===== config.mk =====
export PLATFORM = sky130hd
export DESIGN_NAME = uart_regif
export DESIGN_NICKNAME = d
export VERILOG_FILES = /design/src/rtl/uart_regif_pkg.sv /design/src/rtl/uart_apb_decode.sv /design/src/rtl/uart_tx_hold.sv /design/src/rtl/uart_rx_hold.sv /design/src/rtl/uart_irq_unit.sv /design/src/rtl/uart_regif.sv
export SDC_FILE = /design/constraint.sdc
export NUM_CORES = 1
export LEC_CHECK = 0
export BUFFER_PORTS_ARGS = -buffer_cell sky130_fd_sc_hd__buf_2
export CAP_MARGIN = 0
export CORE_MARGIN = 2
export CORE_UTILIZATION = 50
export CTS_CLUSTER_DIAMETER = 40
export DETAILED_ROUTE_END_ITERATION = 10
export PLACE_DENSITY = 0.84
export SLEW_MARGIN = 0
export SYNTH_ARGS = -nofsm -noshare
export SYNTH_HDL_FRONTEND = slang
export SYNTH_SLANG_ARGS = --single-unit

===== constraint.sdc =====
create_clock -name clk -period 7.9 [get_ports clk]
set_input_delay 1.58 -clock clk [delete_from_list [all_inputs] [get_ports clk]]
set_output_delay 1.58 -clock clk [all_outputs]
set_load 0.005 [all_outputs]

===== src/rtl/uart_regif_pkg.sv =====
// Package: shared offsets, register select codes, control bit positions and
// the identification word table for the UART register unit.
package uart_regif_pkg;

    // Word indices (byte offset >> 2) of the mapped registers.
    localparam int unsigned WIDX_DATA     = 0;
    localparam int unsigned WIDX_STATUS   = 1;
    localparam int unsigned WIDX_CONTROL  = 2;
    localparam int unsigned WIDX_INTSTAT  = 3;
    localparam int unsigned WIDX_DIVISOR  = 4;
    localparam int unsigned WIDX_ID_FIRST = 'h3F4;
    localparam int unsigned WIDX_ID_LAST  = 'h3FF;
    localparam int unsigned ID_COUNT      = WIDX_ID_LAST - WIDX_ID_FIRST + 1;

    // Control register bit positions.
    localparam int unsigned CB_TX_EN   = 0;
    localparam int unsigned CB_RX_EN   = 1;
    localparam int unsigned CB_TX_IE   = 2;
    localparam int unsigned CB_RX_IE   = 3;
    localparam int unsigned CB_TXO_IE  = 4;
    localparam int unsigned CB_RXO_IE  = 5;

    // Status / interrupt status bit positions.
    localparam int unsigned SB_TX_FULL = 0;
    localparam int unsigned SB_RX_FULL = 1;
    localparam int unsigned SB_TX_OVR  = 2;
    localparam int unsigned SB_RX_OVR  = 3;

    typedef enum logic [2:0] {
        SEL_NONE,
        SEL_DATA,
        SEL_STATUS,
        SEL_CONTROL,
        SEL_INTSTAT,
        SEL_DIVISOR,
        SEL_ID
    } reg_sel_e;

    // Identification byte for position idx counted from the first ID word.
    function automatic logic [7:0] id_value(input logic [3:0] idx);
        case (idx)
            4'd0:    id_value = 8'h04;
            4'd4:    id_value = 8'h21;
            4'd5:    id_value = 8'hB8;
            4'd6:    id_value = 8'h1B;
            4'd8:    id_value = 8'h0D;
            4'd9:    id_value = 8'hF0;
            4'd10:   id_value = 8'h05;
            4'd11:   id_value = 8'hB1;
            default: id_value = 8'h00;
        endcase
    endfunction

endpackage


===== src/rtl/uart_apb_decode.sv =====
// Module: uart_apb_decode
// Turns an APB access into a register select, an ID word index and
// read/write strobes valid in the access phase.
// Assumes: word-aligned accesses; the low two address bits are ignored.
module uart_apb_decode
    import uart_regif_pkg::*;
#(
    parameter int unsigned ADDR_W = 12
) (
    input  logic              psel,
    input  logic              penable,
    input  logic              pwrite,
    input  logic [ADDR_W-1:0] paddr,
    output reg_sel_e          sel,
    output logic [3:0]        id_idx,
    output logic              wr_stb,
    output logic              rd_stb
);
    localparam int unsigned WORD_W = ADDR_W - 2;

    logic [WORD_W-1:0] word;

    assign word   = paddr[ADDR_W-1:2];
    assign wr_stb = psel & penable & pwrite;
    assign rd_stb = psel & penable & ~pwrite;
    assign id_idx = word[3:0] - 4'd4;

    // Map the word index onto a register select code.
    always_comb begin
        if (word == WORD_W'(WIDX_DATA))
            sel = SEL_DATA;
        else if (word == WORD_W'(WIDX_STATUS))
            sel = SEL_STATUS;
        else if (word == WORD_W'(WIDX_CONTROL))
            sel = SEL_CONTROL;
        else if (word == WORD_W'(WIDX_INTSTAT))
            sel = SEL_INTSTAT;
        else if (word == WORD_W'(WIDX_DIVISOR))
            sel = SEL_DIVISOR;
        else if (word >= WORD_W'(WIDX_ID_FIRST) && word <= WORD_W'(WIDX_ID_LAST))
            sel = SEL_ID;
        else
            sel = SEL_NONE;
    end

endmodule


===== src/rtl/uart_tx_hold.sv =====
// Module: uart_tx_hold
// One-byte transmit holding register with full and overrun flags and a
// valid/accept handshake to the serial engine.
// Assumes: the engine asserts accept only when it can take the byte.
module uart_tx_hold #(
    parameter int unsigned BYTE_W = 8
) (
    input  logic              clk,
    input  logic              rst_n,
    input  logic              load,
    input  logic [BYTE_W-1:0] load_byte,
    input  logic              tx_en,
    input  logic              div_ok,
    input  logic              accept,
    input  logic              clr_ovr,
    output logic              full,
    output logic              ovr,
    output logic [BYTE_W-1:0] byte_q,
    output logic              valid,
    output logic              done
);
    assign valid = full & tx_en & div_ok;
    assign done  = valid & accept;

    // Holding byte and full flag: load when empty, release on handshake.
    always_ff @(posedge clk) begin
        if (!rst_n) begin
            byte_q <= '0;
            full   <= 1'b0;
        end else if (load && !full) begin
            byte_q <= load_byte;
            full   <= 1'b1;
        end else if (done) begin
            full   <= 1'b0;
        end
    end

    // Overrun flag: set by a load into a full buffer, cleared by software.
    always_ff @(posedge clk) begin
        if (!rst_n)
            ovr <= 1'b0;
        else if (load && full)
            ovr <= 1'b1;
        else if (clr_ovr)
            ovr <= 1'b0;
    end

    a_r3_overrun_keeps_byte: assert property (@(posedge clk) disable iff (!rst_n)
        (load && full) |=> (ovr && $stable(byte_q)));

    a_r4_accept_empties: assert property (@(posedge clk) disable iff (!rst_n)
        (valid && accept) |=> !full);

    a_r5_hold_while_disabled: assert property (@(posedge clk) disable iff (!rst_n)
        (full && !tx_en) |=> (full && $stable(byte_q)));

endmodule


===== src/rtl/uart_rx_hold.sv =====
// Module: uart_rx_hold
// One-byte receive holding register with full and overrun flags.
// Assumes: rx strobe is a single-cycle pulse per byte.
module uart_rx_hold #(
    parameter int unsigned BYTE_W = 8
) (
    input  logic              clk,
    input  logic              rst_n,
    input  logic              strobe,
    input  logic [BYTE_W-1:0] in_byte,
    input  logic              rx_en,
    input  logic              take,
    input  logic              clr_ovr,
    output logic              full,
    output logic              ovr,
    output logic [BYTE_W-1:0] byte_q,
    output logic              got
);
    assign got = strobe & rx_en;

    // Store an accepted byte; a software read empties the buffer.
    always_ff @(posedge clk) begin
        if (!rst_n) begin
            byte_q <= '0;
            full   <= 1'b0;
        end else if (got) begin
            byte_q <= in_byte;
            full   <= 1'b1;
        end else if (take) begin
            full   <= 1'b0;
        end
    end

    // Overrun flag: byte arrives into a buffer that is not being read.
    always_ff @(posedge clk) begin
        if (!rst_n)
            ovr <= 1'b0;
        else if (got && full && !take)
            ovr <= 1'b1;
        else if (clr_ovr)
            ovr <= 1'b0;
    end

    a_r6_drop_when_disabled: assert property (@(posedge clk) disable iff (!rst_n)
        (strobe && !rx_en && !take) |=> ($stable(full) && $stable(byte_q)));

    a_r7_read_empties: assert property (@(posedge clk) disable iff (!rst_n)
        (take && !got) |=> !full);

endmodule


===== src/rtl/uart_irq_unit.sv =====
// Module: uart_irq_unit
// Interrupt status: two stored event bits and two live overrun bits,
// individual interrupt lines and their OR.
// Assumes: w1c is a per-bit clear mask, nonzero only during a write.
module uart_irq_unit (
    input  logic       clk,
    input  logic       rst_n,
    input  logic       tx_done,
    input  logic       rx_got,
    input  logic       tx_ie,
    input  logic       rx_ie,
    input  logic       txo_ie,
    input  logic       rxo_ie,
    input  logic       tx_ovr,
    input  logic       rx_ovr,
    input  logic [1:0] w1c,
    output logic [3:0] status,
    output logic       irq_tx,
    output logic       irq_rx,
    output logic       irq_tx_ovr,
    output logic       irq_rx_ovr,
    output logic       irq_any
);
    logic tx_pend;
    logic rx_pend;

    // Byte-sent event bit: set on a handshake when enabled, cleared by write.
    always_ff @(posedge clk) begin
        if (!rst_n)
            tx_pend <= 1'b0;
        else if (tx_done && tx_ie)
            tx_pend <= 1'b1;
        else if (w1c[0])
            tx_pend <= 1'b0;
    end

    // Byte-received event bit: set on an accepted byte when enabled.
    always_ff @(posedge clk) begin
        if (!rst_n)
            rx_pend <= 1'b0;
        else if (rx_got && rx_ie)
            rx_pend <= 1'b1;
        else if (w1c[1])
            rx_pend <= 1'b0;
    end

    assign status     = {rx_ovr & rxo_ie, tx_ovr & txo_ie, rx_pend, tx_pend};
    assign irq_tx     = status[0];
    assign irq_rx     = status[1];
    assign irq_tx_ovr = status[2];
    assign irq_rx_ovr = status[3];
    assign irq_any    = |status;

    a_r4_sent_sets_pending: assert property (@(posedge clk) disable iff (!rst_n)
        (tx_done && tx_ie) |=> irq_tx);

    a_r9_w1c_clears_tx: assert property (@(posedge clk) disable iff (!rst_n)
        (w1c[0] && !(tx_done && tx_ie)) |=> !irq_tx);

    a_r9_w1c_clears_rx: assert property (@(posedge clk) disable iff (!rst_n)
        (w1c[1] && !(rx_got && rx_ie)) |=> !irq_rx);

endmodule


===== src/rtl/uart_regif.sv =====
// Module: uart_regif (top)
// APB register slave for a fixed-frame UART: control and divisor registers,
// write-one-to-clear routing, read multiplexer and identification words.
// Assumes: zero-wait-state APB; serial engine attached on the line side.
module uart_regif
    import uart_regif_pkg::*;
#(
    parameter int unsigned ADDR_W  = 12,
    parameter int unsigned DATA_W  = 32,
    parameter int unsigned BYTE_W  = 8,
    parameter int unsigned DIV_W   = 20,
    parameter int unsigned DIV_MIN = 16,
    parameter int unsigned CTRL_W  = 7
) (
    input  logic              clk,
    input  logic              rst_n,
    input  logic              psel,
    input  logic              penable,
    input  logic              pwrite,
    input  logic [ADDR_W-1:0] paddr,
    input  logic [DATA_W-1:0] pwdata,
    output logic [DATA_W-1:0] prdata,
    output logic              pready,
    output logic              pslverr,
    output logic [BYTE_W-1:0] tx_byte,
    output logic              tx_valid,
    input  logic              tx_accept,
    input  logic [BYTE_W-1:0] rx_byte,
    input  logic              rx_strobe,
    output logic [DIV_W-1:0]  baud_div,
    output logic              baud_div_ok,
    output logic              irq_tx,
    output logic              irq_rx,
    output logic              irq_tx_ovr,
    output logic              irq_rx_ovr,
    output logic              irq_any
);
    localparam int unsigned STAT_W = 4;

    reg_sel_e          sel;
    logic [3:0]        id_idx;
    logic              wr_stb;
    logic              rd_stb;
    logic [CTRL_W-1:0] ctrl_q;
    logic [DIV_W-1:0]  div_q;
    logic              tx_full, tx_ovr, tx_done;
    logic              rx_full, rx_ovr, rx_got;
    logic [BYTE_W-1:0] rx_q;
    logic [STAT_W-1:0] int_status;
    logic [STAT_W-1:0] status_word;
    logic              wr_status, wr_intstat;
    logic              clr_tx_ovr, clr_rx_ovr;

    assign pready  = 1'b1;
    assign pslverr = 1'b0;

    uart_apb_decode #(.ADDR_W(ADDR_W)) u_decode (
        .psel    (psel),
        .penable (penable),
        .pwrite  (pwrite),
        .paddr   (paddr),
        .sel     (sel),
        .id_idx  (id_idx),
        .wr_stb  (wr_stb),
        .rd_stb  (rd_stb)
    );

    assign wr_status  = wr_stb && (sel == SEL_STATUS);
    assign wr_intstat = wr_stb && (sel == SEL_INTSTAT);
    assign clr_tx_ovr = (wr_status | wr_intstat) & pwdata[SB_TX_OVR];
    assign clr_rx_ovr = (wr_status | wr_intstat) & pwdata[SB_RX_OVR];

    // Control register: keeps only its low CTRL_W bits.
    always_ff @(posedge clk) begin
        if (!rst_n)
            ctrl_q <= '0;
        else if (wr_stb && sel == SEL_CONTROL)
            ctrl_q <= pwdata[CTRL_W-1:0];
    end

    // Divisor register: keeps only its low DIV_W bits.
    always_ff @(posedge clk) begin
        if (!rst_n)
            div_q <= '0;
        else if (wr_stb && sel == SEL_DIVISOR)
            div_q <= pwdata[DIV_W-1:0];
    end

    assign baud_div    = div_q;
    assign baud_div_ok = (div_q >= DIV_W'(DIV_MIN));

    uart_tx_hold #(.BYTE_W(BYTE_W)) u_tx (
        .clk       (clk),
        .rst_n     (rst_n),
        .load      (wr_stb && sel == SEL_DATA),
        .load_byte (pwdata[BYTE_W-1:0]),
        .tx_en     (ctrl_q[CB_TX_EN]),
        .div_ok    (baud_div_ok),
        .accept    (tx_accept),
        .clr_ovr   (clr_tx_ovr),
        .full      (tx_full),
        .ovr       (tx_ovr),
        .byte_q    (tx_byte),
        .valid     (tx_valid),
        .done      (tx_done)
    );

    uart_rx_hold #(.BYTE_W(BYTE_W)) u_rx (
        .clk     (clk),
        .rst_n   (rst_n),
        .strobe  (rx_strobe),
        .in_byte (rx_byte),
        .rx_en   (ctrl_q[CB_RX_EN]),
        .take    (rd_stb && sel == SEL_DATA),
        .clr_ovr (clr_rx_ovr),
        .full    (rx_full),
        .ovr     (rx_ovr),
        .byte_q  (rx_q),
        .got     (rx_got)
    );

    uart_irq_unit u_irq (
        .clk        (clk),
        .rst_n      (rst_n),
        .tx_done    (tx_done),
        .rx_got     (rx_got),
        .tx_ie      (ctrl_q[CB_TX_IE]),
        .rx_ie      (ctrl_q[CB_RX_IE]),
        .txo_ie     (ctrl_q[CB_TXO_IE]),
        .rxo_ie     (ctrl_q[CB_RXO_IE]),
        .tx_ovr     (tx_ovr),
        .rx_ovr     (rx_ovr),
        .w1c        (wr_intstat ? pwdata[1:0] : 2'b00),
        .status     (int_status),
        .irq_tx     (irq_tx),
        .irq_rx     (irq_rx),
        .irq_tx_ovr (irq_tx_ovr),
        .irq_rx_ovr (irq_rx_ovr),
        .irq_any    (irq_any)
    );

    assign status_word = {rx_ovr, tx_ovr, rx_full, tx_full};

    // Read multiplexer: unmapped offsets return zero.
    always_comb begin
        prdata = '0;
        case (sel)
            SEL_DATA:    prdata = DATA_W'(rx_q);
            SEL_STATUS:  prdata = DATA_W'(status_word);
            SEL_CONTROL: prdata = DATA_W'(ctrl_q);
            SEL_INTSTAT: prdata = DATA_W'(int_status);
            SEL_DIVISOR: prdata = DATA_W'(div_q);
            SEL_ID:      prdata = DATA_W'(id_value(id_idx));
            default:     prdata = '0;
        endcase
    end

    a_r9_intstat_ovr_clears_flag: assert property (@(posedge clk) disable iff (!rst_n)
        (wr_intstat && pwdata[SB_RX_OVR] && !rx_strobe) |=> !irq_rx_ovr);

    a_r8_status_full_ro: assert property (@(posedge clk) disable iff (!rst_n)
        (wr_status && !rx_strobe && !tx_accept) |=> ($stable(tx_full) && $stable(rx_full)));

endmodule


==> flow_summary.toml <==
[logic_synthesis]
synth_top_area_share_pct = 35.5
synth_compound_area_share_pct = 20.8
synth-async-reset-ratio_pct = 0
syn_inst = 355
synth-seq-area-share_pct = 35.5
syn_area_per_cell_sq_um = 7.79
synth-adder-area-share_pct = 3.62
synth_area_leaders = "dfxtp_1 35%, nand2_1 13%, a21boi_0 5.2%, o21ai_0 4.9%, nand3_1 4.2%"
synth-seq-cells = 49
synth_edf_count = 0
yosys.cell_count.top_type = "nand2_1"
ys_warn_count = 0
syn_area_sq_um = 2770
synth-simple-area-share_pct = 29.7
synth_top_family_by_area = "simple AND/OR/NAND/NOR gates"
synth.distinct_cells = 46
synth_xor_area_share_pct = 0
synthMuxAreaShare_pct = 2.53
yosys.area.top_type = "dfxtp_1"
synth_common_cells = "93 x nand2_1, 49 x dfxtp_1, 27 x o21ai_0, 23 x nand3_1, 19 x a21boi_0"
synth_flop_cell = "dfxtp_1"

[grt]
overflow = 0
grt_use_met2_pct = 38.7
grt_pass1_vias = 2479
grt.total_usage_pct = 23.4
grt_pass1_wl_mm = 11.6
use_met3_pct = 4.14
grt_most_used_layer = "met2"
grt_start_max_net_pins = 77
met1_usage_pct = 30.8
antenna_found_initial = 0

[critical_path]
rrSetupSlack_ps = 6580
path_max_fanout = 20
cp.required_ps = 6320
crit_chain = "buf_2 > inv_1 > ha_1 > nand2_2 > o311a_1 > nor3_2 > a22oi_1 > nand3_1 > buf_2"
critPathMostFrequentCell = "buf_2"
end_kind = "output port"
arrival_ps = 4420
slowest_stage = "nor3_2"
critical_path_class = "primary input to output port"
startpoint_type = "primary input"
slowest_delay_ps = 970

[timing]
rsz0062_at_grt = "no"
max_freq_mhz = 167
slew_headroom_pct = 22.6
hold_viol_final = 0
fin_crit_sh_pct = 76.0
worst_pin_slew_ps = 1150
skew_ps = 7.12
fin_hold_ws_ps = 454
final.setup.tns_ps = 0
report.final.slew_viol_count = 0
setup_violations = 0
finalCriticalPeriod_ps = 6000

[cells_and_area]
multi_input_area_sq_um = 1630
finalNetCount = 508
drive_gt1_share_pct = 26.7
n_antenna_cell = 0
syn2layout_area_growth_pct = 21.2
regArea_sq_um = 981
fillCellCount = 489

[placed_design]
io_buffers = 99
place_congestion = 0.937
dpl.hpwl_mm = 5.46

[pwr]
p_total_w = 0.000470
p_seq_share_pct = 52.4
powerDensity_nw_per_um2 = 140
comb_power_share_pct = 9.3
power.switching_w = 0.000113
power_leakage_nw = 1.47
power.internal_w = 0.000357
irDropWorstVdd_mv = 0.107
power.share.clock_pct = 38.3
p_sw_share_pct = 24.0

[clocking]
clock_sinks = 49
cts_tree = "done"
clkLatencyLatePin_ps = 310
clk_pin_slew_worst_paths_ps = 80
cts_resized = 0
cts_setup_buffers = 0
hold_buffers = 0
htreeDepth = 2
cts_made_buffers = 5
clockBufferDepth = 2
cts_root_buf = "clkbuf_8"

[drt]
ant_nets = 0
routed_wl_mm = 7.34
viasPerCell = 5.47
remaining_drc_errors = 0
drt-pass1-iter-count = 4
drtIter0Drc = 163
wire_per_inst_um = 14.3
vias = 2810

[floorplanning]
initial_core_util_pct = 50.9
die_w_um = 78.4
rows = 27
dieArea_sq_um = 6140
die_y_um = 78.4
core_area_sq_um = 5440
ios = 128

[flow_run]
drv_cap = 0

[min_path]
min_path_type = "register to register"

[run_status]
status = "finished, final reports clean"
## flip-flops by register name, indices dropped and copies added (netlist names)
register	count
u_rx.full	1
u_irq.irq_rx	1
u_rx.ovr	1
u_tx.ovr	1
u_rx.byte_q	8
baud_div	20
u_irq.irq_tx	1
u_tx.full	1
u_tx.byte_q	8
ctrl_q	7
## layer usage
metal / vias up / routed length [um]
li1: 1377 / -
met1: 1299 / 3190
met2: 118 / 3480
met3: 16 / 520
met4: 0 / 153
met5: - / 0
## cells in the final DEF, fill, tap and decap left out, types with 2 or more instances in the layout
cell type,Yosys,layout
a21boi_0,19,19
a21oi_1,9,9
a221o_1,3,3
a22oi_1,7,7
a32oi_1,3,3
and2_1,16,16
and3_1,3,3
buf_2,4,99
clkbuf_8,0,5
conb_1,2,14
dfxtp_1,49,49
ha_1,8,8
inv_1,8,8
mux2i_1,7,7
nand2_1,93,93
nand3_1,23,23
nand3b_1,2,2
nand4_1,5,5
nor2_1,2,2
nor2b_1,3,3
nor3_2,1,2
nor4_1,4,4
nor4_4,2,3
o21a_1,3,3
o21ai_0,27,27
o21ai_1,2,2
or3_1,2,2
## final cells by class
type                    count  area share (%)
flip-flops and latches     49            29.3
clock buffers               5            2.05
well taps                  72            2.69
clock inverters             3            1.38
repair buffers            100            15.0
multi-input cells         277            48.7
inverters                   8           0.896
## power by group through the flow
| stage | logic, W | clock network, W | registers [W] |
|---|---|---|---|
| 6_report | 0.0000437 | 0.000180 | 0.000247 |
| 4_1_cts | 0.0000431 | 0.000183 | 0.000247 |
| 2_1_floorplan | 0.0000288 | 0 | 0.000253 |
| 3_3_place_gp | 0.0000420 | 0 | 0.000253 |
| 3_5_place_dp | 0.0000427 | 0 | 0.000253 |
| 5_1_grt | 0.0000486 | 0.000191 | 0.000247 |
## critical path: cells and delay by family
kind / cells / cell delay, ps
AOI/OAI and AO/OA: 2 / 750
adders and majority gates: 1 / 450
buffers and inverters: 3 / 340
and+or+nand+nor: 3 / 1290
## metrics by stage
step	setup WS (ps)	util, %	cells	area [sq um]
5_1_grt	1720	61.6	514	3350
3_3_place_gp	2040	59.5	506	3240
2_1_floorplan	3210	-	367	2810
4_1_cts	1930	61.6	514	3350
6_report	1900	61.6	514	3350
3_5_place_dp	1940	59.5	506	3240
## cells by family (layout without fill, tap and decap cells)
logic type / Yosys count / after routing
and+or+nand+nor: 165 / 165
DFF: 49 / 49
adders and majority gates: 8 / 8
AOI/OAI and AO/OA: 83 / 83
other: 2 / 14
buffers and inverters: 41 / 116
muxes: 7 / 7
## path summary, 6_finish.rpt
path,start,to,depth (start not counted)
max,paddr[2],prdata[1],9
min,u_tx.byte_q[6]$_SDFFE_PN0P_,u_tx.byte_q[6]$_SDFFE_PN0P_,2
max reg2reg,baud_div[11]$_SDFFE_PN0P_,u_tx.full$_SDFFE_PN0P_,4
min reg2reg,u_tx.byte_q[6]$_SDFFE_PN0P_,u_tx.byte_q[6]$_SDFFE_PN0P_,2
No activity file was read; power rests on OpenSTA's default activity.
